**config.mk**
```make
export PLATFORM = sky130hd
export DESIGN_NAME = sdram_init_seq
export DESIGN_NICKNAME = d
export VERILOG_FILES = /design/src/rtl/sdram_seq_pkg.sv /design/src/rtl/sdram_seq_regs.sv /design/src/rtl/sdram_seq_reftimer.sv /design/src/rtl/sdram_seq_issue.sv /design/src/rtl/sdram_init_seq.sv
export SDC_FILE = /design/constraint.sdc
export NUM_CORES = 1
export LEC_CHECK = 0
export ABC_AREA = 1
export BUFFER_PORTS_ARGS = -buffer_cell sky130_fd_sc_hd__buf_2
export CAP_MARGIN = 5
export CORE_AREA = 8 8 142 144
export DETAILED_ROUTE_END_ITERATION = 8
export DIE_AREA = 0 0 150 152
export GPL_TIMING_DRIVEN = 0
export PLACE_DENSITY_LB_ADDON = 0.1
export REMOVE_ABC_BUFFERS = 1
export SLEW_MARGIN = 20
export SYNTH_ARGS = -nofsm -noshare
export SYNTH_HDL_FRONTEND = slang
export SYNTH_HIERARCHICAL = 1
export SYNTH_SLANG_ARGS = --single-unit
```
**constraint.sdc**
```tcl
create_clock -name clk_i -period 4 [get_ports clk_i]
set_clock_uncertainty 0.05 [all_clocks]
set_input_delay 0.2 -clock clk_i [delete_from_list [all_inputs] [get_ports clk_i]]
set_output_delay 0.2 -clock clk_i [all_outputs]
set_load 0.02 [all_outputs]
```
**src/rtl/sdram_seq_pkg.sv**
```systemverilog
package sdram_seq_pkg;
  localparam logic [2:0] OP_NORMAL = 3'd0;
  localparam logic [2:0] OP_PREA   = 3'd1;
  localparam logic [2:0] OP_CBR    = 3'd2;
  localparam logic [2:0] OP_MRW    = 3'd3;

  localparam logic [1:0] SEL_CTRL  = 2'd0;
  localparam logic [1:0] SEL_PRESC = 2'd1;
  localparam logic [1:0] SEL_TIMER = 2'd2;

  // {cs_n, ras_n, cas_n, we_n}
  typedef enum logic [3:0] {
    CMD_MRS  = 4'b0000,
    CMD_REF  = 4'b0001,
    CMD_PREA = 4'b0010,
    CMD_NOP  = 4'b0111
  } seq_cmd_e;
endpackage

```
**src/rtl/sdram_seq_regs.sv**
```systemverilog
module sdram_seq_regs
  import sdram_seq_pkg::*;
#(
  parameter int ADDR_W  = 13,
  parameter int BA_W    = 2,
  parameter int PRESC_W = 16,
  parameter int TIMER_W = 8,
  parameter int DATA_W  = 4 + ADDR_W + BA_W
) (
  input  logic               clk_i,
  input  logic               rst_ni,
  input  logic               we_i,
  input  logic [1:0]         sel_i,
  input  logic [DATA_W-1:0]  wdata_i,
  input  logic               idle_i,
  input  logic               cmd_ack_i,
  output logic               busy_o,
  output logic               cmd_req_o,
  output logic [2:0]         cmd_op_o,
  output logic [ADDR_W-1:0]  mode_bits_o,
  output logic [BA_W-1:0]    ba_bits_o,
  output logic               ref_en_o,
  output logic [PRESC_W-1:0] presc_o,
  output logic [TIMER_W-1:0] timer_o
);
  localparam int MB_LSB = 4;
  localparam int BA_LSB = MB_LSB + ADDR_W;

  logic              held_v_q;
  logic [1:0]        held_sel_q;
  logic [DATA_W-1:0] held_data_q;
  logic              cmd_req_q;
  logic              busy, drain, app_v, app_cmd;
  logic [1:0]        app_sel;
  logic [DATA_W-1:0] app_data;
  logic [2:0]        app_op;

  always_comb begin
    busy     = cmd_req_q | ~idle_i | held_v_q;
    drain    = held_v_q & ~cmd_req_q & idle_i;
    app_v    = (we_i & ~busy) | drain;
    app_sel  = drain ? held_sel_q  : sel_i;
    app_data = drain ? held_data_q : wdata_i;
    app_op   = app_data[2:0];
    app_cmd  = (app_op == OP_PREA) || (app_op == OP_CBR) || (app_op == OP_MRW);
  end

  // one-entry parking slot for writes that arrive while busy
  always_ff @(posedge clk_i or negedge rst_ni) begin
    if (!rst_ni) begin
      held_v_q    <= 1'b0;
      held_sel_q  <= '0;
      held_data_q <= '0;
    end else if (we_i && busy) begin
      held_v_q    <= 1'b1;
      held_sel_q  <= sel_i;
      held_data_q <= wdata_i;
    end else if (drain) begin
      held_v_q <= 1'b0;
    end
  end

  always_ff @(posedge clk_i or negedge rst_ni) begin
    if (!rst_ni) begin
      cmd_req_q   <= 1'b0;
      cmd_op_o    <= OP_NORMAL;
      mode_bits_o <= '0;
      ba_bits_o   <= '0;
      ref_en_o    <= 1'b0;
      presc_o     <= '0;
      timer_o     <= '0;
    end else begin
      if (cmd_ack_i) cmd_req_q <= 1'b0;
      if (app_v) begin
        case (app_sel)
          SEL_CTRL: begin
            ref_en_o    <= app_data[3];
            mode_bits_o <= app_data[MB_LSB +: ADDR_W];
            ba_bits_o   <= app_data[BA_LSB +: BA_W];
            if (app_cmd) begin
              cmd_req_q <= 1'b1;
              cmd_op_o  <= app_op;
            end
          end
          SEL_PRESC: presc_o <= app_data[PRESC_W-1:0];
          SEL_TIMER: timer_o <= app_data[TIMER_W-1:0];
          default: ;
        endcase
      end
    end
  end

  assign busy_o    = busy;
  assign cmd_req_o = cmd_req_q;
endmodule

```
**src/rtl/sdram_seq_reftimer.sv**
```systemverilog
module sdram_seq_reftimer #(
  parameter int PRESC_W = 16,
  parameter int TIMER_W = 8
) (
  input  logic               clk_i,
  input  logic               rst_ni,
  input  logic               ref_en_i,
  input  logic [PRESC_W-1:0] presc_i,
  input  logic [TIMER_W-1:0] timer_i,
  input  logic               ref_ack_i,
  output logic               ref_req_o
);
  logic [PRESC_W-1:0] presc_q;
  logic [TIMER_W-1:0] tmr_q;
  logic               tick, expire;

  assign tick   = ref_en_i && (presc_q == '0);
  assign expire = tick && (tmr_q == '0);

  always_ff @(posedge clk_i or negedge rst_ni) begin
    if (!rst_ni) begin
      presc_q <= '0;
      tmr_q   <= '0;
    end else if (!ref_en_i) begin
      presc_q <= presc_i;
      tmr_q   <= timer_i;
    end else begin
      presc_q <= (presc_q == '0) ? presc_i : presc_q - 1'b1;
      if (tick) tmr_q <= (tmr_q == '0) ? timer_i : tmr_q - 1'b1;
    end
  end

  // a new expiry wins over a same-cycle acknowledge
  always_ff @(posedge clk_i or negedge rst_ni) begin
    if (!rst_ni)        ref_req_o <= 1'b0;
    else if (expire)    ref_req_o <= 1'b1;
    else if (ref_ack_i) ref_req_o <= 1'b0;
  end
endmodule

```
**src/rtl/sdram_seq_issue.sv**
```systemverilog
module sdram_seq_issue
  import sdram_seq_pkg::*;
#(
  parameter int ADDR_W  = 13,
  parameter int BA_W    = 2,
  parameter int GAP_CYC = 3,
  parameter int AP_BIT  = 10
) (
  input  logic              clk_i,
  input  logic              rst_ni,
  input  logic              ref_req_i,
  input  logic              cmd_req_i,
  input  logic [2:0]        cmd_op_i,
  input  logic [ADDR_W-1:0] mode_bits_i,
  input  logic [BA_W-1:0]   ba_bits_i,
  output logic              ref_ack_o,
  output logic              cmd_ack_o,
  output logic              idle_o,
  output seq_cmd_e          cmd_o,
  output logic [ADDR_W-1:0] addr_o,
  output logic [BA_W-1:0]   ba_o
);
  localparam int GW = (GAP_CYC < 1) ? 1 : $clog2(GAP_CYC + 1);
  localparam logic [GW-1:0] GAP_L = GW'(GAP_CYC);

  logic [GW-1:0] gap_q;

  assign idle_o    = (gap_q == '0);
  assign ref_ack_o = idle_o & ref_req_i;
  assign cmd_ack_o = idle_o & ~ref_req_i & cmd_req_i;

  always_ff @(posedge clk_i or negedge rst_ni) begin
    if (!rst_ni) begin
      cmd_o  <= CMD_NOP;
      addr_o <= '0;
      ba_o   <= '0;
      gap_q  <= '0;
    end else begin
      cmd_o  <= CMD_NOP;
      addr_o <= '0;
      ba_o   <= '0;
      if (ref_ack_o) begin
        cmd_o <= CMD_REF;
        gap_q <= GAP_L;
      end else if (cmd_ack_o) begin
        gap_q <= GAP_L;
        case (cmd_op_i)
          OP_PREA: begin
            cmd_o          <= CMD_PREA;
            addr_o[AP_BIT] <= 1'b1;
          end
          OP_MRW: begin
            cmd_o  <= CMD_MRS;
            addr_o <= mode_bits_i;
            ba_o   <= ba_bits_i;
          end
          default: cmd_o <= CMD_REF;
        endcase
      end else if (!idle_o) begin
        gap_q <= gap_q - 1'b1;
      end
    end
  end
endmodule

```
**src/rtl/sdram_init_seq.sv**
```systemverilog
module sdram_init_seq
  import sdram_seq_pkg::*;
#(
  parameter int ADDR_W  = 13,
  parameter int BA_W    = 2,
  parameter int PRESC_W = 16,
  parameter int TIMER_W = 8,
  parameter int GAP_CYC = 3,
  parameter int AP_BIT  = 10,
  parameter int DATA_W  = 4 + ADDR_W + BA_W
) (
  input  logic              clk_i,
  input  logic              rst_ni,
  input  logic              reg_we_i,
  input  logic [1:0]        reg_sel_i,
  input  logic [DATA_W-1:0] reg_wdata_i,
  output logic              busy_o,
  output logic              sd_cs_no,
  output logic              sd_ras_no,
  output logic              sd_cas_no,
  output logic              sd_we_no,
  output logic [BA_W-1:0]   sd_ba_o,
  output logic [ADDR_W-1:0] sd_addr_o
);
  logic               idle, cmd_ack, ref_ack, cmd_req, ref_req, ref_en;
  logic [2:0]         cmd_op;
  logic [ADDR_W-1:0]  mode_bits;
  logic [BA_W-1:0]    ba_bits;
  logic [PRESC_W-1:0] presc;
  logic [TIMER_W-1:0] timer;
  seq_cmd_e           cmd;

  sdram_seq_regs #(
    .ADDR_W(ADDR_W), .BA_W(BA_W), .PRESC_W(PRESC_W), .TIMER_W(TIMER_W), .DATA_W(DATA_W)
  ) u_regs (
    .clk_i(clk_i), .rst_ni(rst_ni), .we_i(reg_we_i), .sel_i(reg_sel_i), .wdata_i(reg_wdata_i),
    .idle_i(idle), .cmd_ack_i(cmd_ack), .busy_o(busy_o), .cmd_req_o(cmd_req),
    .cmd_op_o(cmd_op), .mode_bits_o(mode_bits), .ba_bits_o(ba_bits), .ref_en_o(ref_en),
    .presc_o(presc), .timer_o(timer)
  );

  sdram_seq_reftimer #(.PRESC_W(PRESC_W), .TIMER_W(TIMER_W)) u_timer (
    .clk_i(clk_i), .rst_ni(rst_ni), .ref_en_i(ref_en), .presc_i(presc), .timer_i(timer),
    .ref_ack_i(ref_ack), .ref_req_o(ref_req)
  );

  sdram_seq_issue #(
    .ADDR_W(ADDR_W), .BA_W(BA_W), .GAP_CYC(GAP_CYC), .AP_BIT(AP_BIT)
  ) u_issue (
    .clk_i(clk_i), .rst_ni(rst_ni), .ref_req_i(ref_req), .cmd_req_i(cmd_req),
    .cmd_op_i(cmd_op), .mode_bits_i(mode_bits), .ba_bits_i(ba_bits),
    .ref_ack_o(ref_ack), .cmd_ack_o(cmd_ack), .idle_o(idle),
    .cmd_o(cmd), .addr_o(sd_addr_o), .ba_o(sd_ba_o)
  );

  assign {sd_cs_no, sd_ras_no, sd_cas_no, sd_we_no} = cmd;
endmodule

```
==> results of run 1 <==
[metal layers]
metal	vias to the layer above	share of wire	track usage
li1	2032	-	-
met4	0	0.0099	0.03857
met2	44	0.47	0.1807
met1	1795	0.50	0.1523
met5	-	0	0
met3	9	0.022	0.01782
[worst max path at each step]
stage	from	end	slack (ns)	depth (start not counted)
floorplan	u_issue/gap_q[0]	u_regs/held_data_q[1]	1.92	7
global placement	rst_ni	u_timer/tmr_q[3]	1.17	1
detailed placement	u_issue/gap_q[0]	u_regs/mode_bits_o[3]	1.32	9
CTS	u_issue/gap_q[0]	u_regs/mode_bits_o[3]	1.30	9
global route	u_issue/gap_q[0]	u_regs/mode_bits_o[3]	1.12	9
finish	u_issue/gap_q[0]	u_regs/mode_bits_o[3]	1.38	9
[logic make-up (layout without fill, tap and decap cells)]
group / Yosys count / in the layout / share of synthesized area
buffers and inverters: 84 / 125 / 0.07618
AO/OA/AOI/OAI: 67 / 67 / 0.06955
XOR/XNOR: 9 / 9 / 0.01490
adder cells (fa/ha/maj): 5 / 5 / 0.01183
multiplexers: 13 / 13 / 0.02650
AND/OR/NAND/NOR: 340 / 340 / 0.2744
flip-flops: 111 / 111 / 0.5259
other: 1 / 1 / 0.0007090
[layout make-up]
| cell class | count | area [µm²] |
|---|---|---|
| fill | 1910 | 11790 |
| sequential | 111 | 2781 |
| multi-input combinational | 435 | 2105 |
| tap | 229 | 286.5 |
| timing repair buffer | 44 | 254.0 |
| inverter | 65 | 246.5 |
| clock buffer | 11 | 232.7 |
| clock inverter | 5 | 81.33 |
[flip-flops by register name, indices dropped and copies added, names as in the netlist, 3 cells and up]
register / cells
u_issue/addr_o: 13
u_regs/mode_bits_o: 13
u_regs/timer_o: 8
u_timer/tmr_q: 8
u_regs/cmd_op_o: 3
u_timer/presc_q: 16
u_regs/held_data_q: 19
u_regs/presc_o: 16
u_issue/cmd_o: 3
[worst register-to-register path: stages (launching register included)]
cell and delay, ns:
dfrtp_1 0.39, inv_1 0.06, ha_1 0.47, nand3_4 0.33, nand2_2 0.19, nand3_4 0.12, nor2_4 0.38, inv_2 0.30
nand2_1 0.14, o21ai_1 0.07
[Yosys cell counts]
master / n
o211ai_1: 3
xor2_1: 4
o21ai_1: 12
o21ai_2: 5
nor2_2: 6
nand2_4: 1
nand3_4: 2
nor2_1: 67
nor2_4: 3
a21oi_1: 7
clkinv_1: 1
buf_2: 8
nand3b_1: 6
o21ai_0: 38
nand3_2: 1
inv_4: 1
dfstp_2: 3
dfrtp_1: 108
inv_1: 58
nor2_8: 1
buf_4: 4
nand2_2: 8
xnor2_1: 5
conb_1: 1
nand4_1: 6
buf_6: 5
a21oi_2: 1
mux2_2: 8
buf_8: 2
inv_2: 5
mux2i_1: 5
nand2_1: 221
nand3_1: 18
a21boi_0: 1
ha_1: 5
[stage by stage]
stage               cell area (µm²)  instances
floorplan                      5132        611
global placement               5629        882
detailed placement             5663        883
CTS                            5987        900
global route                   5987        900
finish                         5987        900
[report_power, final]
| group | internal [µW] | total (µW) | leakage [µW] | switching [µW] |
|---|---|---|---|---|
| combinational | 533 | 1560 | 0.00149 | 1020 |
| sequential | 1500 | 1770 | 0.00140 | 271 |
| clock | 551 | 961 | 0.000150 | 409 |
| total | 2580 | 4290 | 0.00304 | 1700 |
[repair_timing]
action                                 CTS  global route
resized for setup                        0             0
hold buffers                             1             0
setup endpoints to repair                0             0
endpoints found under the hold margin   37             0
==> reports/results.txt, run 1 <==
status - completed
Worst Path Buf+Inv - 2
static leakage - 0.003038 µW
leading cell type in the layout, fill and taps excluded - nand2_1
Root Driver - clkbuf_16
Total Routed Length - 12130 µm
total clock sinks - 111
Hold Crit Depth - 2
Clock Path Buffers - 2
Place WS - 1.317 ns
Max VDD drop - 0.0002415 V
critical path data required time - 4.17 ns
CP peak stage delay - 0.47 ns
gate count of the mapped netlist - 630
Reg2Reg Capture Point - u_regs/mode_bits_o[3]
antenna viol nets, final - 0
endpoint of the worst hold path - u_regs/held_data_q[1]
drt drc - 0
routed vias - 3880
worst setup margin - 1.376 ns
pwr dens - 716.0 mW/mm²
layout cells sized above 1 - 0.1520
R2R cell count - 9
Hold Startpoint - reg_wdata_i[1]
Hold Slack - 0.05119 ns
Crit-path slowest cell - ha_1
Ant. Diodes - 0
Ys Warns - 6
Setup CP Type - reg -> reg
drt wl/cell - 13.48 µm
number of global-route vias before repair - 4024
Seq cells post-synth - 111
total gr overflow - 0
num rows - 49
Post-CTS Setup Repair Bufs - 0
Startpoint Class - flop
htree depth - 3
Final period util - 0.6561
gr usage total - 0.1132
Detail Placement HPWL - 8540 µm
crit-path max FO - 21
total CTS buffers - 9
Total Die Area - 0.02280 mm²
area grow syn2layout - 13.20%
crit-path most repeated cell - nand3_4
Cell variety after synth - 35
Final setup viols - 0
drt via density - 4.311
Power, Total - 4287 µW
Die Ht - 152 µm
final core occ - 0.3367
Tmin final - 2.624 ns
clock transition at the registers of the reported paths - 0.07 ns
largest net degree at the start of global routing - 72
WP data arrival - 2.79 ns
Worst-Skew Late Latency - 0.34 ns
Top Ports - 44
commonest cells after routing, fill and taps aside - nand2_1 (221), dfrtp_1 (108), nor2_1 (67), inv_1 (58), buf_2 (41)
Pre-Repair DR Iteration Count - 5
unrepaired setup endpoints after global routing - no
Hold WC Path Type - in -> reg
Cell Area, Synth - 0.005289 mm²
die width - 150 µm
maxcap violations - 0
first-pass GRT wire length - 20730 µm
gpl congestion - 0.7901
Final nets - 695
Fmax - 381.1 MHz
endpoints failing hold - 0
Area contributors post-synth - dfrtp_1 (51%), nand2_1 (16%), nor2_1 (4.8%)
cell taking the most area after synthesis - dfrtp_1
Slew Limit Fails - 0
post-synthesis sequential area ratio - 0.5259
worst-path cell chain - inv_1 -> ha_1 -> nand3_4 -> nand2_2 -> nand3_4 -> nor2_4 -> inv_2 -> nand2_1 -> o21ai_1
cell family with most CP delay - simple AND/OR/NAND/NOR gates
initial antenna violation count - 0
max_slew headroom - 0.5565
Crit Reg-Reg Startpoint - u_issue/gap_q[0]
core area - 0.01778 mm²
Initial Utilization - 0.2975
PortBufs - 42
Setup TNS - 0 ns
r2r setup slk - 1.38 ns
Critical Path End Type - flop
share of Yosys cell area claimed by the top area cell type - 0.5110
CTS tree - done
worst-margin pin slew - 0.6629 ns
syn_area_per_cell - 8.395 µm²
number of DRC markers in iteration 0 - 184
Power figures use the tool's default switching activity.
==> run 2, diff against run 1 <==
--- a/config.mk
+++ b/config.mk
@@ -5,12 +5,12 @@
 export SDC_FILE = /design/constraint.sdc
 export NUM_CORES = 1
 export LEC_CHECK = 0
-export ABC_AREA = 1
+export ABC_AREA = 0
 export BUFFER_PORTS_ARGS = -buffer_cell sky130_fd_sc_hd__buf_2
 export CAP_MARGIN = 5
-export CORE_AREA = 8 8 142 144
+export CORE_AREA = 8 8 141 143
 export DETAILED_ROUTE_END_ITERATION = 8
-export DIE_AREA = 0 0 150 152
+export DIE_AREA = 0 0 149 151
 export GPL_TIMING_DRIVEN = 0
 export PLACE_DENSITY_LB_ADDON = 0.1
 export REMOVE_ABC_BUFFERS = 1
==> constraint.sdc (replaced) <==
create_clock -name clk_i -period 2.55 [get_ports clk_i]
set_clock_uncertainty 0.05 [all_clocks]
set_input_delay 0.1275 -clock clk_i [delete_from_list [all_inputs] [get_ports clk_i]]
set_output_delay 0.1275 -clock clk_i [all_outputs]
set_load 0.02 [all_outputs]
==> run 2 against run 1 <==
  * Sequential power grew 69%
  * Register-to-register slack lost 1.2 ns
  * Final cell count shrank 14%
  * Clock-buffer cell count is the same
  * Die area shrank 1.3%
  * Maximum frequency grew 9.5%
  * Utilization grew 1.5 points
  * Power grew 61%
  * Synthesized area shrank 2.6%
  * Critical path type unchanged
  * Critical endpoint is now u_timer/presc_q[7]
==> reports/results.txt, run 2 <==
maxcap violations - 0
max reg flops - 19
number of global-route vias before repair - 3746
commonest cells after routing, fill and taps aside - dfrtp_1 (108), nor2_1 (54), nand2_1 (45), a21oi_1 (44), buf_2 (41)
worst-margin pin slew - 0.9650 ns
area of the multi-input gates - 0.002193 mm²
Critical Path End Type - flop
Ant. Diodes - 0
Hold Slack - 0.01863 ns
gate count of the mapped netlist - 475
clock transition at the registers of the reported paths - 0.07 ns
area grow syn2layout - 20.39%
drt drc - 0
status - completed
Register Area - 0.002781 mm²
Die Ht - 151 µm
final core occ - 0.3514
post-synthesis sequential area ratio - 0.5397
Synth top cells by count - dfrtp_1 (108), nor2_1 (54), nand2_1 (46), a21oi_1 (44)
Worst-Skew Late Latency - 0.35 ns
Total Die Area - 0.02250 mm²
crit-path most repeated cell - buf_6
Top Ports - 44
htree depth - 3
Crit-path slowest cell - or4b_1
Area contributors post-synth - dfrtp_1 (52%), a21oi_1 (4.3%), mux2_2 (4.2%)
Initial Utilization - 0.2919
Fmax - 417.2 MHz
gpl congestion - 0.7598
Final setup viols - 0
total CTS buffers - 9
biggest regs - u_regs/held_data_q (19), u_regs/presc_o (16), u_timer/presc_q (16)
Root Driver - clkbuf_16
CTS tree - done
Clock Path Buffers - 2
PortBufs - 42
crit-path max FO - 13
Ys Warns - 6
critical path data required time - 2.74 ns
total gr overflow - 0
core area - 0.01766 mm²
Tmin final - 2.397 ns
routed vias - 3679
Startpoint Class - flop
Total Routed Length - 12640 µm
filler instances - 1809
Most flops, register - u_regs/held_data_q
Hold WC Path Type - in -> reg
share of Yosys cell area claimed by the top area cell type - 0.5244
Top FF cell, synth - dfrtp_1
WP data arrival - 2.59 ns
Setup TNS - 0 ns
Detail Placement HPWL - 8428 µm
cell taking the most area after synthesis - dfrtp_1
Seq cells post-synth - 111
unrepaired setup endpoints after global routing - no
syn_area_per_cell - 10.85 µm²
endpoints failing hold - 0
num rows - 49
Cell variety after synth - 62
drt wl/cell - 16.29 µm
Setup CP Type - reg -> reg
leading cell type in the layout, fill and taps excluded - dfrtp_1
Pre-Repair DR Iteration Count - 4
initial antenna violation count - 0
most numerous cell in the Yosys netlist - dfrtp_1
Final period util - 0.9399
Max VDD drop - 0.0005719 V
pwr dens - 1116 mW/mm²
Cell Area, Synth - 0.005154 mm²
static leakage - 0.002699 µW
CP peak stage delay - 0.58 ns
worst-path cell chain - inv_1 -> ha_1 -> or4b_1 -> o41ai_4 -> buf_6 -> buf_6 -> a21oi_1 -> a21o_1
Slew Limit Fails - 0
Final nets - 571
asr flop ratio synth - 1.000
Place WS - -0.1071 ns
placed instance count - 730
gr usage total - 0.1163
largest net degree at the start of global routing - 68
worst setup margin - 0.1532 ns
total clock sinks - 111
first-pass GRT wire length - 20600 µm
layout cells sized above 1 - 0.2505
number of synthesized flops with an enable pin - 0
max_slew headroom - 0.3567
number of DRC markers in iteration 0 - 243
die width - 149 µm
drt via density - 4.741
Non-Filler Instances - 776
antenna viol nets, final - 0
## run 2: changes by cell type after synthesis, moves of 9 or more
cell     previous run  this run
nor2_1             67        54
nand3_1            18         8
nor3_1              0        13
mux2i_1             5        17
inv_1              58        15
mux2_2              8        19
nand2_1           221        46
a21oi_1             7        44
nor3_2              0         9
o21ai_0            38        19
## run 2: logic make-up (layout without fill, tap and decap cells)
kind of cell / count (synthesis) / count (layout) / share of synthesized area
other: 1 / 1 / 0.0007276
buffers and inverters: 39 / 110 / 0.04394
adder cells (fa/ha/maj): 6 / 6 / 0.01408
AND/OR/NAND/NOR: 169 / 169 / 0.1738
multiplexers: 36 / 36 / 0.07453
flip-flops: 111 / 111 / 0.5397
XOR/XNOR: 11 / 11 / 0.01869
AO/OA/AOI/OAI: 102 / 103 / 0.1345
## run 2: through the flow
stage / power (µW) / cell area (µm²)
floorplan: 4573 / 4987
global placement: 5252 / 5484
detailed placement: 5390 / 5618
CTS: 6957 / 6137
global route: 7486 / 6205
finish: 6921 / 6205
## run 2: critical path, delay by kind of cell (launching register included)
| kind | cells | cell delay (ns) |
|---|---|---|
| adders and majority gates | 1 | 0.15 |
| and+or+nand+nor | 1 | 0.58 |
| AOI/OAI and AO/OA | 3 | 0.64 |
| DFF | 1 | 0.43 |
| buffers and inverters | 3 | 0.44 |
## run 2: power by group
group,switching (µW),internal (µW)
registers,582,2420
logic,1370,1080
clock network,658,815
total,2610,4310
## run 2: worst paths after layout
check	from	endpoint	slack, ns	cells after the start
max in group asynchronous	rst_ni	u_issue/cmd_o[1]	1.49	3
hold reg to reg	u_regs/cmd_op_o[2]	u_regs/cmd_op_o[2]	0.43	1
setup / recovery	u_timer/presc_q[0]	u_timer/presc_q[7]	0.15	8
setup reg to reg	u_timer/presc_q[0]	u_timer/presc_q[7]	0.15	8
min in group asynchronous	rst_ni	u_regs/held_data_q[12]	0.22	2
hold / removal	reg_wdata_i[0]	u_regs/held_data_q[0]	0.02	2
## run 2: final cells by class
type                            instances  share of cell area
Timing Repair Buffer                   78             0.09256
Clock inverter                          5            0.009074
Clock buffer                           11             0.04073
Sequential cell                       111              0.4483
Multi-Input combinational cell        326              0.3535
Inverter                               16            0.009679
Tap cell                              229             0.04618
## run 2: what timing repair did
item / 4_1_cts / 5_1_grt
setup buffers: 4 / 7
endpoints found under the setup margin: 27 / 32
hold buffers: 18 / 0
resized for setup: 0 / 1
hold endpoints to repair: 64 / 0
pin swaps: 2 / 3
gates cloned: 0 / 1
## run 2: metal layers
layer / routed length [µm] / GRT usage / vias up
met5: 0 / 0 / -
li1: - / - / 1806
met1: 6413 / 0.1638 / 1831
met3: 278 / 0.02211 / 7
met4: 156 / 0.04089 / 0
met2: 5794 / 0.1742 / 35
